**config.mk**
```make
export PLATFORM = sky130hd
export DESIGN_NAME = booth_seq_mult
export DESIGN_NICKNAME = d
export VERILOG_FILES = /design/src/rtl/booth_mult_pkg.sv /design/src/rtl/booth_recode.sv /design/src/rtl/booth_addsub.sv /design/src/rtl/booth_seq_ctrl.sv /design/src/rtl/booth_seq_mult.sv
export SDC_FILE = /design/constraint.sdc
export NUM_CORES = 1
export LEC_CHECK = 0
export ABC_AREA = 0
export BUFFER_PORTS_ARGS = -buffer_cell sky130_fd_sc_hd__buf_2
export CORE_ASPECT_RATIO = 1.25
export CORE_UTILIZATION = 60
export DETAILED_ROUTE_END_ITERATION = 10
export PLACE_DENSITY = 0.91
export SLEW_MARGIN = 25
export SYNTH_ARGS = -nofsm -noshare
export SYNTH_HDL_FRONTEND = slang
export SYNTH_SLANG_ARGS = --single-unit
```
**constraint.sdc**
```tcl
create_clock -name clk -period 5.7 [get_ports clk]
set_input_delay 1.14 -clock clk [delete_from_list [all_inputs] [get_ports clk]]
set_output_delay 1.14 -clock clk [all_outputs]
set_load 0.1 [all_outputs]
```
**src/rtl/booth_mult_pkg.sv**
```systemverilog
package booth_mult_pkg;

  // Action taken on the running sum for one scanned multiplier bit.
  typedef enum logic [1:0] {
    BOOTH_KEEP = 2'd0,
    BOOTH_ADD  = 2'd1,
    BOOTH_SUB  = 2'd2
  } booth_act_e;

  // Radix-2 recoding of (current bit, bit below it).
  function automatic booth_act_e booth_decode(input logic cur_bit, input logic low_bit);
    booth_act_e act;
    unique case ({cur_bit, low_bit})
      2'b10:   act = BOOTH_SUB;   // a run of ones starts here
      2'b01:   act = BOOTH_ADD;   // a run of ones ended just below
      default: act = BOOTH_KEEP;  // inside a run of zeros or of ones
    endcase
    return act;
  endfunction

endpackage

```
**src/rtl/booth_recode.sv**
```systemverilog
module booth_recode
  import booth_mult_pkg::*;
(
  input  logic       cur_bit_i,
  input  logic       low_bit_i,
  output booth_act_e act_o
);

  always_comb begin
    act_o = booth_decode(cur_bit_i, low_bit_i);
  end

endmodule

```
**src/rtl/booth_addsub.sv**
```systemverilog
module booth_addsub
  import booth_mult_pkg::*;
#(
  parameter int W = 17
) (
  input  logic [W-1:0] acc_i,
  input  logic [W-1:0] mcand_i,
  input  booth_act_e   act_i,
  output logic [W-1:0] sum_o
);

  logic         do_sub;
  logic         do_op;
  logic [W-1:0] operand;

  always_comb begin
    do_sub  = (act_i == BOOTH_SUB);
    do_op   = (act_i != BOOTH_KEEP);
    // Subtraction is an add of the inverted operand with a carry in.
    operand = do_op ? (mcand_i ^ {W{do_sub}}) : '0;
    sum_o   = acc_i + operand + W'(do_sub);
  end

endmodule

```
**src/rtl/booth_seq_ctrl.sv**
```systemverilog
module booth_seq_ctrl #(
  parameter int ITERS = 16
) (
  input  logic clk,
  input  logic rst,
  input  logic start_i,
  output logic busy_o,
  output logic load_o,
  output logic step_o,
  output logic last_o
);

  localparam int CW = (ITERS > 1) ? $clog2(ITERS) : 1;
  localparam logic [CW-1:0] LAST_IDX = CW'(ITERS - 1);

  logic          busy_q;
  logic [CW-1:0] iter_q;

  always_comb begin
    load_o = !busy_q && start_i;
    step_o = busy_q;
    last_o = busy_q && (iter_q == LAST_IDX);
    busy_o = busy_q;
  end

  always_ff @(posedge clk) begin
    if (rst) begin
      busy_q <= 1'b0;
      iter_q <= '0;
    end else if (busy_q) begin
      iter_q <= iter_q + 1'b1;
      if (iter_q == LAST_IDX) begin
        busy_q <= 1'b0;
      end
    end else if (start_i) begin
      busy_q <= 1'b1;
      iter_q <= '0;
    end
  end

endmodule

```
**src/rtl/booth_seq_mult.sv**
```systemverilog
module booth_seq_mult
  import booth_mult_pkg::*;
#(
  parameter int WIDTH = 16
) (
  input  logic               clk,
  input  logic               rst,
  input  logic               start_i,
  input  logic [WIDTH-1:0]   a_i,
  input  logic [WIDTH-1:0]   b_i,
  output logic               busy_o,
  output logic               done_o,
  output logic [2*WIDTH-1:0] product_o
);

  localparam int AW = WIDTH + 1;       // guarded sum width
  localparam int PW = 2 * WIDTH;       // product width
  localparam int SW = AW + WIDTH;      // sum plus multiplier register

  logic load, step, last, busy;

  // Datapath state
  logic [AW-1:0]    mcand_q;           // sign-extended multiplicand
  logic [AW-1:0]    acc_q;             // upper part of product register
  logic [WIDTH-1:0] mplr_q;            // lower part, multiplier being consumed
  logic             low_q;             // bit below the current multiplier bit
  logic             done_q;
  logic [PW-1:0]    prod_q;

  booth_act_e    act;
  logic [AW-1:0] sum;
  logic [SW-1:0] joined;
  logic [SW-1:0] shifted;

  booth_seq_ctrl #(.ITERS(WIDTH)) u_ctrl (
    .clk     (clk),
    .rst     (rst),
    .start_i (start_i),
    .busy_o  (busy),
    .load_o  (load),
    .step_o  (step),
    .last_o  (last)
  );

  booth_recode u_recode (
    .cur_bit_i (mplr_q[0]),
    .low_bit_i (low_q),
    .act_o     (act)
  );

  booth_addsub #(.W(AW)) u_addsub (
    .acc_i   (acc_q),
    .mcand_i (mcand_q),
    .act_i   (act),
    .sum_o   (sum)
  );

  // Arithmetic right shift of {sum, multiplier}
  always_comb begin
    joined  = {sum, mplr_q};
    shifted = {sum[AW-1], joined[SW-1:1]};
  end

  always_ff @(posedge clk) begin
    if (rst) begin
      mcand_q <= '0;
      acc_q   <= '0;
      mplr_q  <= '0;
      low_q   <= 1'b0;
    end else if (load) begin
      mcand_q <= {a_i[WIDTH-1], a_i};
      acc_q   <= '0;
      mplr_q  <= b_i;
      low_q   <= 1'b0;
    end else if (step) begin
      acc_q  <= shifted[SW-1:WIDTH];
      mplr_q <= shifted[WIDTH-1:0];
      low_q  <= mplr_q[0];
    end
  end

  always_ff @(posedge clk) begin
    if (rst) begin
      done_q <= 1'b0;
      prod_q <= '0;
    end else begin
      done_q <= last;
      if (last) begin
        prod_q <= shifted[PW-1:0];
      end
    end
  end

  assign busy_o    = busy;
  assign done_o    = done_q;
  assign product_o = prod_q;

endmodule

```
==> metrics <==
status finished clean; vias in the first global route between 3k and 4k; critical path class register to register; clock-pin slew reported for the worst setup and hold paths after clock tree synthesis roughly 90 ps; Setup-failing EPs final 0; Worst setup SP type register; Final Util 70.9%; worst path bufs/invs 1; gr usage total a little over a quarter; clk sinks 87; Avg Vias per Cell ~5.7; top-count cell post-synth dfxtp_1; dpl cells 595; number of remaining DRC errors 0; CP dominant cell by count fa_1; clk root buf clkbuf_8; CP arrival between 3000 and 4000 ps; H-tree levels 3; hold path start product_o[28]; post-synthesis cell type count 52; fin cells about 600; Mapped Nets 521; Rel. slew slack between 40% and 50%; pins over their slew limit 0; pin count of the biggest net entering global routing 53; Synth area leader dfxtp_1; RSZ-0062 raised after global routing false; Rows 33; Fin Clk Skew 16.7 ps; Initial Utilization 62.5%; post-synth top area share 42.2%; Layout Nets about 570; share of power burned in combinational logic a little over a tenth; remaining antenna violation count 0; Flop pwr share 53.8%; final worst path period need 3550 ps; Worst-Skew Late Latency 370 ps; Crit-path slowest cell ha_1; CP delay by family, top adder cells; clock share of power 35.7%; ranking of synthesized cells by area dfxtp_1 (42%), mux2i_1 (6.1%), nor2_1 (5.6%); Switching Share 28.8%; slowest stage delay, CP between 700 and 800 ps; Post-synth top cells dfxtp_1 (87), nor2_1 (62), nand2_1 (53); period utilization 62.2%; Async SR Flop Fraction 0%; mean post-synth cell area 8.85 um2; io pins 69; drt pass-1 iters 4; GPL Wtd Cong 0.893; synthesis-to-finish area growth 13.4%; setup bufs post-CTS 0; Routed WL 9.43 mm; Peak Freq roughly 0.28 GHz; power density over the cells about 250 nW/um2; Final HPWL DP 6.62 mm; Post-synth EDFFs 0; Psw 342 uW; initial antenna violation count 0; Crit. End Element register; cells after synthesis 467; Avg WL per Cell 15.4 um; hold_buf cts 0; CP max FO 17; CTS Buf Count 9; global-route wire length before repair 15.7 mm; layout cells sized above 1 17.9%; DIE HEIGHT 94.8 um; I/O Buffers 68; Int Power 848 uW; global route overflow 0; Max-cap violations 0; worst vdd ir 264 uV; crit-path cells ha_1, xor2_1, nand2b_1, fa_1, inv_1, fa_1, a21o_1, a311o_1, nand4_1, o211ai_2, o41a_1, a21oi_1; Core ar. 6610 um2; diode count 0; Most used DFF post-synth dfxtp_1; final hold violation count 0; post-synthesis register bit count 87; DRT iter0 DRCs 258; sequential area share after synthesis 42.2%; Via Count 3489; Hold Crit Class register to register; R2R Path Start mplr_q[0]; Clock Tree Buf Depth 2; worst endpoint required time approximately 6000 ps; Die W between 70 and 80 um; Slew @ Worst Pin 876 ps; CTS tree yes; PostCTS Resize Cnt 0; leakage 0.00212 uW; Worst Setup SP mplr_q[0]; Mapped Area around 4100 um2; setup TNS 0 ps; Ys Warns 0; Die ar. 7220 um2
-- cells by family (layout without fill, tap and decap cells) --
family / count (synthesis) / after routing / synth area share, %
flip-flops: 87 / 87 / 42.2
AND/OR/NAND/NOR: 154 / 154 / 16.6
adder cells (fa/ha/maj): 19 / 19 / 6.12
XOR/XNOR: 31 / 31 / 6.57
AO/OA/AOI/OAI: 115 / 115 / 19.0
buffers and inverters: 36 / 93 / 3.51
multiplexers: 25 / 25 / 6.06
-- state kept, by name, indices dropped and copies added, names as in the netlist --
signal         flops
acc_q             16
product_o         32
mcand_q           16
low_q              1
u_ctrl.busy_o      1
done_o             1
u_ctrl.iter_q      4
mplr_q            16
-- metal layers --
layer / track usage, % / vias to the layer above / routed length (um)
met2: 49.3 / 84 / 4910
met5: 0 / - / 0
met1: 31.1 / 1650 / 3870
met4: 15.1 / 0 / 250
met3: 4.25 / 21 / 400
li1: - / 1734 / -
-- cell usage in the layout, fill, tap and decap left out, types with 6 or more instances in the layout --
cell       n
a22o_1    25
o21ai_0    8
xnor2_1   24
nor2_1    62
ha_1      17
a21oi_1   42
clkbuf_8   9
mux2i_1   25
buf_2     68
inv_1      6
nand3_1    6
nand2_1   53
dfxtp_1   86
a21o_1     8
xor2_1     7
-- final timing paths --
path | cells past startpoint | to | slack [ps]
worst max register to register | 12 | acc_q[15] | 2150
worst min-delay path | 2 | product_o[28] | 460
worst max-delay path | 12 | acc_q[15] | 2150
worst min register to register | 2 | product_o[28] | 460
-- per-stage QoR --
step           hold WS [ps]  total power [uW]  worst slack, ps  area (um2)
2_1_floorplan           448               745             2660        4130
3_3_place_gp            439               771             2360        4490
3_5_place_dp            447               778             2200        4490
4_1_cts                 462              1190             2160        4680
5_1_grt                 484              1240             1910        4680
6_report                455              1190             2150        4680
-- tightest hold or removal path, cell delays in order, from the launching register on --
cell and delay, ps:
dfxtp_1 320, nand2_1 50, o21ai_1 50
-- power by group through the flow --
stage	Combinational (uW)	Clock [uW]	Sequential, uW
after floorplan	93.5	0	651
after detailed placement	124	0	654
final	126	425	640
after global placement	118	0	653
after global routing	139	457	643
after CTS	125	429	640
-- area by class of cell --
cell class / instances / area, um2
Clock inverter: 7 / 71.3
Timing Repair Buffer: 70 / 355
Multi-Input combinational cell: 344 / 2250
Sequential cell: 87 / 1740
Fill cell: 522 / 1920
Inverter: 7 / 26.3
Clock buffer: 9 / 124
Tap cell: 87 / 109
Note: power is estimated with default switching activity, not from simulation.
